`src/rtl/sck_pkg.sv`:
```
package sck_pkg;
  // Number of system clocks in one serial clock half period.
  function automatic int calc_half(input int pm, input bit fact_on,
                                   input bit wide_on, input int wide_div);
    int f_mul;
    int d_mul;
    f_mul = fact_on ? 1 : 2;
    d_mul = wide_on ? wide_div : 1;
    return f_mul * (pm + 1) * d_mul;
  endfunction
endpackage

```
`src/rtl/sck_stage_ctr.sv`:
```
// One stage of the cascaded divider: counts tick_in pulses from 0 up to
// limit and passes a tick on when it wraps.
module sck_stage_ctr #(
  parameter int W = 4
) (
  input  logic         clk,
  input  logic         rst_n,
  input  logic         clear,
  input  logic         tick_in,
  input  logic [W-1:0] limit,
  output logic         tick_out
);
  logic [W-1:0] cnt;
  logic         at_top;

  assign at_top   = (cnt == limit);
  assign tick_out = tick_in & at_top;

  always_ff @(posedge clk) begin
    if (!rst_n)       cnt <= '0;
    else if (clear)   cnt <= '0;
    else if (tick_in) cnt <= at_top ? '0 : cnt + 1'b1;
  end

  // Counter never runs past its terminal value (supports R1)
  assert_cnt_in_range_R1: assert property (@(posedge clk) disable iff (!rst_n)
    (cnt <= limit));
  // A cleared stage restarts from zero (supports R5)
  assert_clear_zero_R5: assert property (@(posedge clk) disable iff (!rst_n)
    clear |=> (cnt == '0));
endmodule

```
`src/rtl/sck_edge_gen.sv`:
```
// Turns the half-period tick into the serial clock level and edge strobes.
module sck_edge_gen (
  input  logic clk,
  input  logic rst_n,
  input  logic en,
  input  logic cpol,
  input  logic half_tick,
  output logic sck,
  output logic lead_stb,
  output logic trail_stb
);
  logic at_idle;
  assign at_idle = (sck == cpol);

  always_ff @(posedge clk) begin
    if (!rst_n || !en) begin
      sck       <= cpol;
      lead_stb  <= 1'b0;
      trail_stb <= 1'b0;
    end else begin
      lead_stb  <= half_tick & at_idle;
      trail_stb <= half_tick & ~at_idle;
      if (half_tick) sck <= ~sck;
    end
  end

  assert_strobe_excl_R6: assert property (@(posedge clk) disable iff (!rst_n)
    !(lead_stb && trail_stb));
  assert_lead_leaves_idle_R6: assert property (@(posedge clk) disable iff (!rst_n)
    lead_stb |-> (sck != $past(sck)) && (sck != cpol));
  assert_trail_returns_R6: assert property (@(posedge clk) disable iff (!rst_n)
    trail_stb |-> (sck != $past(sck)) && (sck == cpol));
  assert_idle_when_off_R5: assert property (@(posedge clk) disable iff (!rst_n)
    !en |=> (sck == $past(cpol)) && !lead_stb && !trail_stb);
endmodule

```
`src/rtl/sck_prescaler.sv`:
```
module sck_prescaler #(
  parameter int PM_W     = 4,
  parameter int WIDE_DIV = 16
) (
  input  logic            clk,
  input  logic            rst_n,
  input  logic            en,
  input  logic [PM_W-1:0] prescale,
  input  logic            div16_sel,
  input  logic            fact_sel,
  input  logic            cpol,
  output logic            sck,
  output logic            lead_stb,
  output logic            trail_stb
);
  import sck_pkg::*;

  localparam int WIDE_W = (WIDE_DIV > 1) ? $clog2(WIDE_DIV) : 1;
  localparam int GAP_W  = PM_W + WIDE_W + 3;

  logic clr;
  logic wide_tick;
  logic fact_tick;
  logic half_tick;

  assign clr = ~en;

  // Wide-divide stage: variant picked by the parameter
  generate
    if (WIDE_DIV > 1) begin : g_wide
      logic [WIDE_W-1:0] wide_lim;
      assign wide_lim = div16_sel ? WIDE_W'(WIDE_DIV - 1) : '0;
      sck_stage_ctr #(.W(WIDE_W)) u_wide (
        .clk(clk), .rst_n(rst_n), .clear(clr), .tick_in(en),
        .limit(wide_lim), .tick_out(wide_tick));
    end else begin : g_nowide
      assign wide_tick = en;
    end
  endgenerate

  // Factor stage: wraps after 2 ticks when the halving select is clear
  logic [0:0] fact_lim;
  assign fact_lim = fact_sel ? 1'b0 : 1'b1;
  sck_stage_ctr #(.W(1)) u_fact (
    .clk(clk), .rst_n(rst_n), .clear(clr), .tick_in(wide_tick),
    .limit(fact_lim), .tick_out(fact_tick));

  // Prescale stage: wraps after prescale+1 ticks
  sck_stage_ctr #(.W(PM_W)) u_pm (
    .clk(clk), .rst_n(rst_n), .clear(clr), .tick_in(fact_tick),
    .limit(prescale), .tick_out(half_tick));

  sck_edge_gen u_edge (
    .clk(clk), .rst_n(rst_n), .en(en), .cpol(cpol), .half_tick(half_tick),
    .sck(sck), .lead_stb(lead_stb), .trail_stb(trail_stb));

  // Checker: cycles between half-period ticks must equal the product
  logic [GAP_W-1:0] gap_cnt;
  always_ff @(posedge clk) begin
    if (!rst_n || !en)  gap_cnt <= '0;
    else if (half_tick) gap_cnt <= '0;
    else                gap_cnt <= gap_cnt + 1'b1;
  end

  assert_half_len_R1: assert property (@(posedge clk) disable iff (!rst_n)
    half_tick |-> (int'(gap_cnt) + 1 ==
                   calc_half(int'(prescale), fact_sel, div16_sel, WIDE_DIV)));
  assert_no_late_tick_R1: assert property (@(posedge clk) disable iff (!rst_n)
    en |-> (int'(gap_cnt) <
            calc_half(int'(prescale), fact_sel, div16_sel, WIDE_DIV)));
endmodule

```
`config.mk`:
```
export PLATFORM = sky130hd
export DESIGN_NAME = sck_prescaler
export DESIGN_NICKNAME = d
export VERILOG_FILES = /design/src/rtl/sck_pkg.sv /design/src/rtl/sck_stage_ctr.sv /design/src/rtl/sck_edge_gen.sv /design/src/rtl/sck_prescaler.sv
export SDC_FILE = /design/constraint.sdc
export NUM_CORES = 1
export LEC_CHECK = 0
export BUFFER_PORTS_ARGS = -buffer_cell sky130_fd_sc_hd__buf_2
export CORE_AREA = 5 5 42 44
export DETAILED_ROUTE_END_ITERATION = 10
export DIE_AREA = 0 0 47 49
export GPL_TIMING_DRIVEN = 1
export PLACE_DENSITY_LB_ADDON = 0.25
export SLEW_MARGIN = 5
export SYNTH_ARGS = -nofsm -noshare
export SYNTH_HDL_FRONTEND = slang
export SYNTH_SLANG_ARGS = --single-unit
export TNS_END_PERCENT = 50
```
`constraint.sdc`:
```
create_clock -name clk -period 2 [get_ports clk]
set_input_delay 0.2 -clock clk [delete_from_list [all_inputs] [get_ports clk]]
set_output_delay 0.2 -clock clk [all_outputs]
set_load 0.05 [all_outputs]
```
==> metrics.md <==
| Metric | Value |
|---|---|
| Later-pin clock latency in the skew report | `0.27 ns` |
| PD cells | `about 640 nW/um2` |
| Avg Inst Size Synth | `slightly above 10 um2` |
| Nets | `91` |
| Clock sinks | `12` |
| Largest fanout on the critical path | `8` |
| Final Slew Violations | `0` |
| Reg2reg start | `u_fact.cnt` |
| Worst Setup EP | `u_pm.cnt[2]` |
| Vias | `500` |
| Placed cell area | `708 um2` |
| Die height | `approximately 49 um` |
| Setup CP Type | `reg2reg` |
| Post-route cell area | `about 730 um2` |
| # DRC | `0` |
| Fmax | `between 600 and 700 MHz` |
| Worst relative slew slack | `about 76%` |
| H-tree depth | `1` |
| Util after Layout | `a little over half` |
| CP Capture Type | `flip-flop` |
| Number of core rows | `14` |
| Root buffer selected by CTS | `clkbuf_4` |
| Gp weighted congestion | `about 0.72` |
| Initial antenna violation count | `0` |
| Layout cells sized above 1 | `between 20% and 30%` |
| Max_cap viols | `0` |
| CP Launch Type | `flip-flop` |
| Final WL | `1130 um` |
| Setup Buffers After CTS | `0` |
| Async SR Flop Fraction | `0%` |
| Setup tns final | `0 ns` |
| Minimum hold slack | `0.229 ns` |
| M1 WL | `533 um` |
| Initial Utilization | `a little under half` |
| # diodes | `0` |
| Met3 wire length | `61 um` |
| Die width | `between 40 and 50 um` |
| Final setup violation count | `0` |
| CTS tree | `done` |
| DR top layer | `met4` |
| Mapped Cells | `62` |
| Tcrit/Tclk final | `77.4%` |
| Vias in the first global route | `440` |
| Core area | `about 1400 um2` |
| Final critical-path required period | `~1.5 ns` |
| DRT Pass-1 Iters | `2` |
| Die area | `2300 um2` |
| Seq/Total Area, Yosys | `roughly two fifths` |
| Worst min-delay path category | `in2reg` |
| Max VDD drop | `around 0.42 mV` |
| CTS Buffer Depth | `2` |
| Post-route ant nets | `0` |
| Leakage Power | `0.298 nW` |
| Synth cell types | `29` |
| Critical Path RT | `~2.2 ns` |
| Actual slew at the worst max-slew pin | `0.355 ns` |
| Worst reg2reg endpoint | `u_pm.cnt[2]` |
| Initial DRC count | `1` |
| Area grow syn2layout | `16.2%` |
| Synth warnings | `0` |
| Final total power | `0.471 mW` |
| Hold violation count in the final report | `0` |
| Port bufs | `12` |
| Dpl hpwl | `between 800 and 900 um` |
| Most used DFF post-synth | `dfxtp_1` |
| Post-synth EDFFs | `1` |
| GRT Resource Usage Total | `10.9%` |
| CTS Hold Bufs | `0` |
| IO Pins | `13` |
| Number of buffers created by CTS | `3` |
| Outcome | `finished, final reports clean` |
| Worst Path Arrival | `around 1.7 ns` |
| Mapped cell area | `between 600 and 700 um2` |
| Met2 wire len | `about 530 um` |
| Worst clock skew | `about 0.0022 ns` |
| Vias/cell | `around 5.4` |
| Overflow after GRT | `0` |
| Setup crit start | `u_fact.cnt` |
| RSZ-0062 raised after global routing | `false` |
| Seq cells post-synth | `12` |
| Largest net degree at the start of global routing | `12` |
| Mapped Nets | `75` |
| First-pass GRT wire length | `between 1500 and 2000 um` |
| Post-CTS sizing | `0` |
| R2R depth | `6` |
| R2r setup slk | `between 0.4 and 0.5 ns` |
| Drt wl/cell | `12.2 um` |
| Clock slew at reported path FFs | `roughly 0.080 ns` |
-- sequential cells by signal, summed over array words and instances (netlist names) --
| name | flops |
|---|---|
| u_edge.sck | 1 |
| u_pm.cnt | 4 |
| u_fact.cnt | 1 |
| g_wide.u_wide.cnt | 4 |
| u_edge.trail_stb | 1 |
| u_edge.lead_stb | 1 |
-- where the power goes --
part	internal [mW]	leakage [nW]	switching (mW)	total, mW
registers	0.247	0.0992	0.00451	0.252
clock network	0.0773	0.0150	0.0846	0.162
logic	0.0236	0.184	0.0339	0.0575
-- synthesized netlist by cell type (2+ instances only) --
cell,n,area share (%)
inv_1,2,1.2
and3_1,2,2.0
nand2_1,5,3.0
nand4_1,2,2.0
ha_1,3,5.9
dfxtp_1,11,35
xnor2_1,6,8.3
nor2_1,5,3.0
nand3_1,4,3.2
o21ai_0,3,2.4
-- worst min path at each step --
| stage | from | to | slack, ns | depth (start not counted) |
|---|---|---|---|---|
| after detailed placement | g_wide.u_wide.cnt[0] | g_wide.u_wide.cnt[0] | 0.48 | 1 |
| after global routing | cpol | u_edge.sck | 0.26 | 3 |
| after CTS | cpol | u_edge.sck | 0.23 | 3 |
| final | cpol | u_edge.sck | 0.23 | 3 |
| after floorplan | cpol | u_edge.sck | 0.39 | 2 |
| after global placement | g_wide.u_wide.cnt[0] | g_wide.u_wide.cnt[0] | 0.47 | 1 |
-- kinds of logic (layout without fill, tap and decap cells) --
kind of cell / Yosys count / after routing / synth area share, %
buf+inv: 3 / 18 / 1.78
flops: 12 / 12 / 39.6
compound gates: 9 / 9 / 15.1
mux: 1 / 1 / 1.58
xor+xnor: 7 / 7 / 9.70
fa+ha+maj: 3 / 3 / 5.94
simple gates: 27 / 27 / 26.3
-- metal layers --
layer | vias up | global-route usage [%]
met4 | 0 | 2.76
met3 | 2 | 3.32
met5 | - | 0
met1 | 231 | 15.1
li1 | 258 | -
met2 | 9 | 16.1
-- per-stage QoR --
step                      setup slack [ns]  cells
after floorplan                      0.570     62
after global placement               0.503     89
after detailed placement             0.458     89
after CTS                            0.442     93
after global routing                 0.350     93
final                                0.452     93
-- final cells by class --
class | count | area (um2)
Fill cell | 138 | 667
Multi-Input combinational cell | 47 | 370
Sequential cell | 12 | 250
Timing Repair Buffer | 12 | 60.1
Clock buffer | 4 | 26.3
Tap cell | 16 | 20.0
Inverter | 2 | 7.51
-- placed cells by master, fill, tap and decap left out, drive strengths merged --
| cell type | count |
|---|---|
| buf | 12 |
| dfxtp | 11 |
| xnor2 | 6 |
| nand2 | 5 |
| nor2 | 5 |
| nand3 | 5 |
| clkbuf | 4 |
| o21ai | 3 |
| ha | 3 |
| inv | 2 |
| nand4 | 2 |
| and3 | 2 |
| a2bb2oi | 2 |
| and4bb | 1 |
| nor3 | 1 |
| and2 | 1 |
| nand2b | 1 |
| a32oi | 1 |
| o41ai | 1 |
| nand3b | 1 |
| nand4b | 1 |
| o211ai | 1 |
| o31ai | 1 |
| nor4 | 1 |
| nor4b | 1 |
| xor2 | 1 |
| mux2i | 1 |
| edfxtp | 1 |
-- critical path, stage by stage (launching register included) --
cell and delay [ns]:
dfxtp_1 0.34, inv_1 0.05, ha_1 0.28, and4bb_1 0.24
a2bb2oi_4 0.23, nand2b_4 0.19, o211ai_1 0.10
Power figures use the tool's default switching activity.
